## src/rtl/lss_pkg.sv

```systemverilog
// Package: shared phase encoding for the lamp start sequencer.
// Assumes: a 3-bit phase code seen directly at the top-level port.
package lss_pkg;
    typedef enum logic [2:0] {
        PH_INIT    = 3'd0,
        PH_PREHEAT = 3'd1,
        PH_LOCKOUT = 3'd2,
        PH_RUN     = 3'd3,
        PH_INHIBIT = 3'd4
    } phase_t;
endpackage

```

## src/rtl/lss_tick_gen.sv

```systemverilog
// Module: lss_tick_gen
// Produces a one-cycle tick once every TICK_DIV clocks from a free-running
// counter. Assumes TICK_DIV >= 1; a divide of one gives a tick on every cycle
// after reset.
module lss_tick_gen #(
    parameter int unsigned TICK_DIV = 4
) (
    input  logic clk,
    input  logic rst_n,
    output logic tick
);
    localparam int unsigned CNT_W = (TICK_DIV > 1) ? $clog2(TICK_DIV) : 1;

    generate
        if (TICK_DIV <= 1) begin : g_every
            logic run_q;
            // Purpose: hold the tick low only while in reset.
            always_ff @(posedge clk) begin
                if (!rst_n) run_q <= 1'b0;
                else        run_q <= 1'b1;
            end
            assign tick = run_q;
        end else begin : g_div
            localparam logic [CNT_W-1:0] LAST = CNT_W'(TICK_DIV - 1);
            logic [CNT_W-1:0] cnt;
            // Purpose: count modulo TICK_DIV.
            always_ff @(posedge clk) begin
                if (!rst_n)           cnt <= '0;
                else if (cnt == LAST) cnt <= '0;
                else                  cnt <= cnt + 1'b1;
            end
            assign tick = (cnt == LAST);

            AST_TICK_SPACING: assert property (@(posedge clk) disable iff (!rst_n)
                tick |=> !tick);
        end
    endgenerate
endmodule

```

## src/rtl/lss_ramp.sv

```systemverilog
// Module: lss_ramp
// Holds the timing-ramp code. On a tick it adds the charge step (saturating
// at LVL_CLAMP) or takes away the discharge step (floored at zero). Assumes
// that charge and discharge are never requested together and that load
// overrides both.
module lss_ramp #(
    parameter int unsigned CODE_W    = 12,
    parameter int unsigned STEP_W    = 8,
    parameter int unsigned LVL_INIT  = 70,
    parameter int unsigned LVL_CLAMP = 750
) (
    input  logic              clk,
    input  logic              rst_n,
    input  logic              tick,
    input  logic              load,
    input  logic              charge,
    input  logic              discharge,
    input  logic [STEP_W-1:0] chg_step,
    input  logic [STEP_W-1:0] dis_step,
    output logic [CODE_W-1:0] value
);
    localparam logic [CODE_W-1:0] INIT_C  = CODE_W'(LVL_INIT);
    localparam logic [CODE_W:0]   CLAMP_W = (CODE_W+1)'(LVL_CLAMP);

    logic [CODE_W:0]   up_sum;
    logic [CODE_W-1:0] up_val;
    logic [CODE_W-1:0] dn_step;
    logic [CODE_W-1:0] dn_val;

    // Purpose: the saturating charge result and the floored discharge result.
    always_comb begin
        up_sum  = (CODE_W+1)'(value) + (CODE_W+1)'(chg_step);
        up_val  = (up_sum > CLAMP_W) ? CLAMP_W[CODE_W-1:0] : up_sum[CODE_W-1:0];
        dn_step = CODE_W'(dis_step);
        dn_val  = (value > dn_step) ? (value - dn_step) : '0;
    end

    // Purpose: the ramp register, with load taking priority.
    always_ff @(posedge clk) begin
        if (!rst_n)                 value <= INIT_C;
        else if (load)              value <= INIT_C;
        else if (tick && charge)    value <= up_val;
        else if (tick && discharge) value <= dn_val;
    end

    AST_RAMP_CLAMP: assert property (@(posedge clk) disable iff (!rst_n)
        value <= CLAMP_W[CODE_W-1:0]);
    AST_DISCHARGE_NO_RISE: assert property (@(posedge clk) disable iff (!rst_n)
        (discharge && !load) |=> (value <= $past(value)));
    AST_HOLD_OFF_TICK: assert property (@(posedge clk) disable iff (!rst_n)
        (!tick && !load) |=> $stable(value));
endmodule

```

## src/rtl/lss_phase_fsm.sv

```systemverilog
// Module: lss_phase_fsm
// Phase sequencer: it compares the ramp code against the preheat-end,
// lockout-end and recovery thresholds and reacts to the lamp fault and the
// supply enable. Every output is registered from the next-state value, so
// the flags change on the same edge as the phase. Assumes the ramp value
// is the registered output of lss_ramp.
module lss_phase_fsm
    import lss_pkg::*;
#(
    parameter int unsigned CODE_W       = 12,
    parameter int unsigned LVL_PRE_END  = 480,
    parameter int unsigned LVL_LOCK_END = 680,
    parameter int unsigned LVL_RECOVER  = 120
) (
    input  logic              clk,
    input  logic              rst_n,
    input  logic              supply_ok,
    input  logic              lamp_fault,
    input  logic [CODE_W-1:0] value,
    output phase_t            ph_q,
    output logic              preheat_sel,
    output logic              dim_ignore,
    output logic              inv_inhibit,
    output logic              charge_en,
    output logic              discharge_en
);
    localparam logic [CODE_W-1:0] PRE_C  = CODE_W'(LVL_PRE_END);
    localparam logic [CODE_W-1:0] LOCK_C = CODE_W'(LVL_LOCK_END);
    localparam logic [CODE_W-1:0] REC_C  = CODE_W'(LVL_RECOVER);

    phase_t ph_d;

    // Purpose: next-phase selection, with the supply enable first, then the fault, then the thresholds.
    always_comb begin
        ph_d = ph_q;
        if (!supply_ok) begin
            ph_d = PH_INIT;
        end else begin
            unique case (ph_q)
                PH_INIT:    ph_d = PH_PREHEAT;
                PH_PREHEAT: if (lamp_fault)        ph_d = PH_INHIBIT;
                            else if (value >= PRE_C)  ph_d = PH_LOCKOUT;
                PH_LOCKOUT: if (lamp_fault)        ph_d = PH_INHIBIT;
                            else if (value >= LOCK_C) ph_d = PH_RUN;
                PH_RUN:     if (lamp_fault)        ph_d = PH_INHIBIT;
                PH_INHIBIT: if (value <= REC_C)    ph_d = PH_PREHEAT;
                default:    ph_d = PH_INIT;
            endcase
        end
    end

    // Purpose: the phase register and the output flags, all taken from the next phase.
    always_ff @(posedge clk) begin
        if (!rst_n) begin
            ph_q        <= PH_INIT;
            preheat_sel <= 1'b0;
            dim_ignore  <= 1'b1;
            inv_inhibit <= 1'b1;
        end else begin
            ph_q        <= ph_d;
            preheat_sel <= (ph_d == PH_PREHEAT);
            dim_ignore  <= (ph_d != PH_RUN);
            inv_inhibit <= (ph_d == PH_INIT) || (ph_d == PH_INHIBIT);
        end
    end

    // Purpose: the ramp direction follows the current phase.
    always_comb begin
        charge_en    = (ph_q == PH_PREHEAT) || (ph_q == PH_LOCKOUT) || (ph_q == PH_RUN);
        discharge_en = (ph_q == PH_INHIBIT);
    end

    AST_SUPPLY_DROP: assert property (@(posedge clk) disable iff (!rst_n)
        !supply_ok |=> (ph_q == PH_INIT));
    AST_FAULT_TRIP: assert property (@(posedge clk) disable iff (!rst_n)
        (supply_ok && lamp_fault && charge_en) |=> (ph_q == PH_INHIBIT));
    AST_PREHEAT_EXIT: assert property (@(posedge clk) disable iff (!rst_n)
        (supply_ok && !lamp_fault && ph_q == PH_PREHEAT && value >= PRE_C)
        |=> (ph_q == PH_LOCKOUT));
    AST_LOCK_ORDER: assert property (@(posedge clk) disable iff (!rst_n)
        (ph_q == PH_LOCKOUT && $past(ph_q) != PH_LOCKOUT)
        |-> ($past(ph_q) == PH_PREHEAT));
    AST_RUN_ORDER: assert property (@(posedge clk) disable iff (!rst_n)
        (ph_q == PH_RUN && $past(ph_q) != PH_RUN)
        |-> ($past(ph_q) == PH_LOCKOUT));
    AST_FLAG_ALIGN: assert property (@(posedge clk) disable iff (!rst_n)
        (preheat_sel == (ph_q == PH_PREHEAT)) && (dim_ignore == (ph_q != PH_RUN)));
endmodule

```

## src/rtl/lamp_start_seq.sv

```systemverilog
// Module: lamp_start_seq (top)
// Lamp start and restart sequencer built from a tick divider, a timing ramp
// and a phase FSM. The ramp is reloaded with the initial level whenever the
// supply enable is low or the block is in the initialise phase. Assumes the
// step inputs are quasi-static.
module lamp_start_seq
    import lss_pkg::*;
#(
    parameter int unsigned CODE_W       = 12,
    parameter int unsigned STEP_W       = 8,
    parameter int unsigned TICK_DIV     = 4,
    parameter int unsigned LVL_INIT     = 70,
    parameter int unsigned LVL_RECOVER  = 120,
    parameter int unsigned LVL_PRE_END  = 480,
    parameter int unsigned LVL_LOCK_END = 680,
    parameter int unsigned LVL_CLAMP    = 750
) (
    input  logic              clk,
    input  logic              rst_n,
    input  logic              supply_ok,
    input  logic              lamp_fault,
    input  logic [STEP_W-1:0] chg_step,
    input  logic [STEP_W-1:0] dis_step,
    output logic [2:0]        phase,
    output logic              preheat_sel,
    output logic              dim_ignore,
    output logic              inv_inhibit
);
    logic              tick;
    logic [CODE_W-1:0] ramp_val;
    logic              charge_en;
    logic              discharge_en;
    logic              ramp_load;
    phase_t            ph_q;

    lss_tick_gen #(.TICK_DIV(TICK_DIV)) u_tick (
        .clk   (clk),
        .rst_n (rst_n),
        .tick  (tick)
    );

    // Purpose: reload the ramp while the block is idle or the supply is absent.
    assign ramp_load = !supply_ok || (ph_q == PH_INIT);

    lss_ramp #(
        .CODE_W    (CODE_W),
        .STEP_W    (STEP_W),
        .LVL_INIT  (LVL_INIT),
        .LVL_CLAMP (LVL_CLAMP)
    ) u_ramp (
        .clk       (clk),
        .rst_n     (rst_n),
        .tick      (tick),
        .load      (ramp_load),
        .charge    (charge_en),
        .discharge (discharge_en),
        .chg_step  (chg_step),
        .dis_step  (dis_step),
        .value     (ramp_val)
    );

    lss_phase_fsm #(
        .CODE_W       (CODE_W),
        .LVL_PRE_END  (LVL_PRE_END),
        .LVL_LOCK_END (LVL_LOCK_END),
        .LVL_RECOVER  (LVL_RECOVER)
    ) u_fsm (
        .clk          (clk),
        .rst_n        (rst_n),
        .supply_ok    (supply_ok),
        .lamp_fault   (lamp_fault),
        .value        (ramp_val),
        .ph_q         (ph_q),
        .preheat_sel  (preheat_sel),
        .dim_ignore   (dim_ignore),
        .inv_inhibit  (inv_inhibit),
        .charge_en    (charge_en),
        .discharge_en (discharge_en)
    );

    assign phase = ph_q;

    AST_INIT_LEVEL: assert property (@(posedge clk) disable iff (!rst_n)
        (ph_q == PH_INIT) |=> (ph_q == PH_INIT || ramp_val == CODE_W'(LVL_INIT)));
    AST_INHIBIT_FLAG: assert property (@(posedge clk) disable iff (!rst_n)
        (ph_q == PH_INHIBIT) |-> (inv_inhibit && !preheat_sel));
endmodule

```

## config.mk

```make
export PLATFORM = sky130hd
export DESIGN_NAME = lamp_start_seq
export DESIGN_NICKNAME = d
export VERILOG_FILES = /design/src/rtl/lss_pkg.sv /design/src/rtl/lss_tick_gen.sv /design/src/rtl/lss_ramp.sv /design/src/rtl/lss_phase_fsm.sv /design/src/rtl/lamp_start_seq.sv
export SDC_FILE = /design/constraint.sdc
export NUM_CORES = 1
export LEC_CHECK = 0
export BUFFER_PORTS_ARGS = -buffer_cell sky130_fd_sc_hd__buf_2
export CORE_ASPECT_RATIO = 0.9
export CORE_MARGIN = 5
export CORE_UTILIZATION = 55
export DETAILED_ROUTE_END_ITERATION = 7
export HOLD_SLACK_MARGIN = 0.05
export PLACE_DENSITY = 0.83
export RECOVER_POWER = 25
export SLEW_MARGIN = 20
export SYNTH_ARGS = -nofsm -noshare
export SYNTH_HDL_FRONTEND = slang
export SYNTH_SLANG_ARGS = --single-unit
```

## constraint.sdc

```tcl
create_clock -name clk -period 6.88 [get_ports clk]
set_input_delay 1.032 -clock clk [delete_from_list [all_inputs] [get_ports clk]]
set_output_delay 1.032 -clock clk [all_outputs]
set_load 0.03 [all_outputs]
```

After elaboration in Yosys (flattened, before gate mapping)
Cells that the tools add are included.

word-level totals
  output and inout port bits = 6
  register bits after elaboration = 20
  input bits = 20

cells by class
  bitwise gates (word level) = 1
  eq/ne operators = 8
  reductions and logical operators = 12
  add/subtract/negate cells = 3
  magnitude comparators = 5
  mux-type cells = 12

operators by type and width
  operator                number
  $mux W12                4
  $mux W3                 7
  $pmux W3 S5             1
  $add A12 B8 Y13         1
  $gt A13 B10 Y1 const B  1
  $ge A12 B10 Y1 const B  1
  $ge A12 B9 Y1 const B   1
  $gt A12 B8 Y1           1
  $le A12 B7 Y1 const B   1
  $sub A12 B8 Y12         1
  $eq A3 B1 Y1 const B    2
  $eq A3 B2 Y1 const B    2
  $eq A3 B3 Y1 const B    2
  $logic_not A3 Y1        2
  $logic_or A1 B1 Y1      4
  $reduce_or A2 Y1        2
  $ne A3 B2 Y1 const B    1
  $add A2 B1 Y2 const B   1
  $eq A2 B2 Y1 const B    1
  $logic_and A1 B1 Y1     2
  $reduce_bool A2 Y1      1
  $logic_not A1 Y1        1
  $not A1 Y1              1

Depth between registers and ports, before layout
  word-level depth = 7
  depth in mapped cells = 11
  mapped depth without buffers = 11

By module
From an unflattened synthesis, not the netlist that was laid out.

unflattened totals
  cell total of the unflattened synthesis = 244
  area total of the unflattened synthesis = 1968.1 µm²

modules (own cells, without submodules)
  module          area each (µm²)  sequential area each (µm²)  cells an instance  times used
  lss_ramp        1522.7           240.2                       198                1
  lss_phase_fsm   359.1            120.1                       40                 1
  lss_tick_gen    73.8             40.0                        5                  1
  lamp_start_seq  12.5             0.0                         1                  1

Least setup slack after synthesis
OpenSTA, ideal clock, no wires.

  path kind = input port to flip-flop
  start = input chg_step[0]
  end = register u_ramp.value[6]
  setup slack = 3.584 ns
  setup time = 0.132 ns
  data arrival time = 3.164 ns
  cell stages on the path = 9
  buffers on the path = 0
  data required time = 6.748 ns
  cells stage by stage = ha_1 > fa_1 > a211oi_2 > o21ai_1 > and2_4 > or4b_1 > and3_4 > o31ai_2 > o211ai_1

on the way
  longest elaborated chain between the ends = 4

ends and longest elaborated chain
  what                    line                  source
  start: declaration      lamp_start_seq.sv:22  input logic [STEP_W-1:0] chg_step,
  $add A12 B8 Y13 (*)     lss_ramp.sv:32        up_sum = (CODE_W+1)'(value) + (CODE_W+1)'(chg_step);
  $gt A13 B10 Y1          lss_ramp.sv:33        up_val = (up_sum > CLAMP_W) ? CLAMP_W[CODE_W-1:0] : up_sum[CODE_W-1:0];
  $mux W12 (*)            lss_ramp.sv:33
  $mux W12 (*)            lss_ramp.sv:42        else if (tick && charge) value <= up_val;
  end signal: assignment  lss_ramp.sv:42
  end signal: assignment  lss_ramp.sv:43        else if (tick && discharge) value <= dn_val;
  end: declaration        lss_ramp.sv:20        output logic [CODE_W-1:0] value

Every way passes the cells marked *; elsewhere a longest branch is shown, timed or not.
A chain may end at the register's enable or synchronous reset.

Worst setup path in the final report
  start = input chg_step[0]
  end = register u_ramp.value[5]

The elaborated chain is that of the path after synthesis.

==> impl_metrics.env <==
export IMPL_grt_pass1_vias=1906
export IMPL_async_flop_share_pct=0
export IMPL_root_buffer="clkbuf_8"
export IMPL_grt_usage_pct=21.6
export IMPL_drt_met1_wl_mm=2.34
export IMPL_die_area_um2=4890
export IMPL_place_area_um2=2130
export IMPL_clk_latency_ps=260
export IMPL_cp_max_fo=5
export IMPL_reg2reg_from="u_ramp.value[0]"
export IMPL_vdd_drop_max_v=0.0000870
export IMPL_ioPinCount=26
export IMPL_setup_slack_ps=3590
export IMPL_place_ws_ps=3340
export IMPL_die_w_um=73.2
export IMPL_synth_nets=293
export IMPL_port_buffers=25
export IMPL_htreeDepth=1
export IMPL_first_iter_violations=166
export IMPL_hp_start="u_tick.g_div.cnt[0]"
export IMPL_worst_slew_pin_transition_ps=668
export IMPL_via_per_inst=6.44
export IMPL_ys_top_cells_by_area="dfxtp_1, ha_1, a21oi_1"
export IMPL_finClkSkew_ps=1.59
export IMPL_hold_violations=0
export IMPL_drt_pass1_iter_count=4
export IMPL_ant_nets=0
export IMPL_synth_top_area_share_pct=20.3
export IMPL_gp_congestion=0.927
export IMPL_path_class="input pin to flip-flop"
export IMPL_yosysMostFrequentCell="dfxtp_1"
export IMPL_antenna_cells=0
export IMPL_min_path_type="flip-flop to flip-flop"
export IMPL_post_route_period_util_pct=47.8
export IMPL_synth_edf_count=0
export IMPL_start_util_pct=57.6
export IMPL_setup_worst_path_start="chg_step[0]"
export IMPL_period_minus_slack_ps=3290
export IMPL_synth_seq_cells=20
export IMPL_yosys_top_cells_count="dfxtp_1, a21oi_1, ha_1, nor2_1, nand2_1"
export IMPL_met2_length_mm=2.29
export IMPL_hold_slack_ps=428
export IMPL_vias=2066
export IMPL_fin_tns_setup_ps=0
export IMPL_cts_buffers=3
export IMPL_design_area_um2=2200
export IMPL_cp_data_arrival_time_ps=3420
export IMPL_cts_setup_buffers=0
export IMPL_synth_cell_area_um2=1980
export IMPL_max_slew_margin_pct=54.9
export IMPL_syn_area_per_cell_um2=7.78
export IMPL_antenna_found_initial=0
export IMPL_path_clk_slew_ps=80
export IMPL_cts_resized=0
export IMPL_syn_inst=254
export IMPL_drive_gt1_share_pct=12.6
export IMPL_yosys_cell_types_count=62
export IMPL_status="complete, no violations"
export IMPL_max_freq_mhz=304
export IMPL_end_kind="flip-flop"
export IMPL_cts_sinks=20
export IMPL_ys_warn_count=0
export IMPL_wl_mm=5.11
export IMPL_cts_tree="yes"
export IMPL_synth_top_area_cell="dfxtp_1"
export IMPL_clock_path_buffers=2
export IMPL_dp_cells=317
export IMPL_required_ps=7010
export IMPL_die_h_um=66.9
export IMPL_cp_start_kind="input pin"
export IMPL_core_area_um2=3430
export IMPL_grt_overflow=0
export IMPL_layout_cells_non_filler=321
export IMPL_layout_nets=317
export IMPL_slew_viol_final=0
export IMPL_max_cap_viol_count=0
export IMPL_wl_met3_um=344
export IMPL_p_leak_nw=0.903
export IMPL_grt_pass1_wl_mm=8.47
export IMPL_top_layer="met4"
export IMPL_setup_viol=0
export IMPL_synthToLayoutAreaGrowth_pct=11.1
export IMPL_row_count=20
export IMPL_hold_buffers=0
export IMPL_grt_max_degree=15
export IMPL_powerDensity_nw_per_um2=140
export IMPL_wl_per_cell_um=15.9
export IMPL_yosysSeqAreaShare_pct=20.3
export IMPL_ys_flop_type="dfxtp_1"
export IMPL_rsz0062_at_grt="no"
export IMPL_place_hpwl_mm=3.99
export IMPL_drcViolationCount=0
-- cells in the final DEF (no fill, tap or decap), types with 2 or more instances in the layout --
cell type / Yosys / routed
o31a_1: 3 / 3
clkbuf_1: 5 / 4
nor2_1: 17 / 17
a21o_1: 3 / 3
nor4_1: 3 / 3
a32oi_1: 2 / 2
or3_1: 3 / 3
xor2_1: 4 / 4
nor3b_1: 4 / 4
nand3_1: 11 / 11
fa_1: 2 / 2
o2111ai_1: 2 / 2
a31oi_1: 6 / 6
and2_1: 4 / 4
nor2b_1: 7 / 7
ha_1: 17 / 17
a211oi_1: 4 / 4
clkbuf_8: 0 / 3
nor3_1: 8 / 8
o31ai_2: 3 / 3
inv_1: 15 / 15
a21oi_1: 19 / 19
nand4_1: 7 / 7
buf_2: 0 / 21
dfxtp_1: 20 / 20
a22oi_1: 2 / 2
a2111o_1: 2 / 2
xnor2_1: 2 / 2
or4b_1: 2 / 2
o21ai_0: 7 / 8
o21ai_1: 9 / 8
or2_1: 2 / 2
a21boi_0: 2 / 2
o21a_1: 9 / 9
o211ai_1: 3 / 3
a211o_1: 2 / 2
nand2_1: 16 / 16
-- per-stage QoR --
step | total power [W] | util, %
floorplan | 0.000173 | -
global placement | 0.000189 | 62.1
detailed placement | 0.000191 | 62.1
CTS | 0.000308 | 64.2
global route | 0.000321 | 64.1
finish | 0.000308 | 64.1
-- worst max-delay path, stage by stage --
cell and delay [ps]:
buf_2 100, ha_1 240, fa_1 420, a211oi_2 300, o21ai_1 190, and2_4 210
or4b_1 450, and3_4 200, o31ai_2 170, a31oi_1 100
-- report_power, final --
| part | internal, W | switching (W) | leakage, nW | total, W |
|---|---|---|---|---|
| clock | 0.0000777 | 0.0000409 | 0.0357 | 0.000119 |
| sequential | 0.000118 | 0.00000158 | 0.163 | 0.000120 |
| combinational | 0.0000290 | 0.0000405 | 0.704 | 0.0000695 |
-- final cells by class --
type / instances / area (um2)
clock buffer: 3 / 41.3
clock inverter: 1 / 30.0
fill: 308 / 1230
inverter: 15 / 56.3
multi-input combinational: 213 / 1490
sequential: 20 / 400
tap: 44 / 55.1
timing repair buffer: 25 / 120
-- state kept, by name, summed over array words and instances (netlist names) --
signal and cells:
u_ramp.value 12, u_fsm.dim_ignore 1, u_fsm.ph_q 3, u_fsm.preheat_sel 1
u_fsm.inv_inhibit 1, u_tick.g_div.cnt 2
-- cell families after synthesis --
family	Yosys count	synth area share, %
and+or+nand+nor	95	26.5
AOI/OAI and AO/OA	93	33.6
buffers and inverters	21	4.18
DFF	20	20.3
adders and majority gates	19	12.8
xor gates and xnor gates	6	2.66
-- path summary, 6_finish.rpt --
check / slack [ps] / depth (start not counted) / to
setup reg to reg: 4130 / 9 / u_ramp.value[5]
hold / removal: 430 / 1 / u_tick.g_div.cnt[0]
hold reg to reg: 430 / 1 / u_tick.g_div.cnt[0]
setup / recovery: 3590 / 10 / u_ramp.value[5]
-- metal layers --
metal	up-vias	global-route usage, %
met5	-	0
met4	0	8.29
met3	17	1.36
met2	89	34.6
met1	939	30.2
li1	1021	-
(Power assumes the default switching activity.)
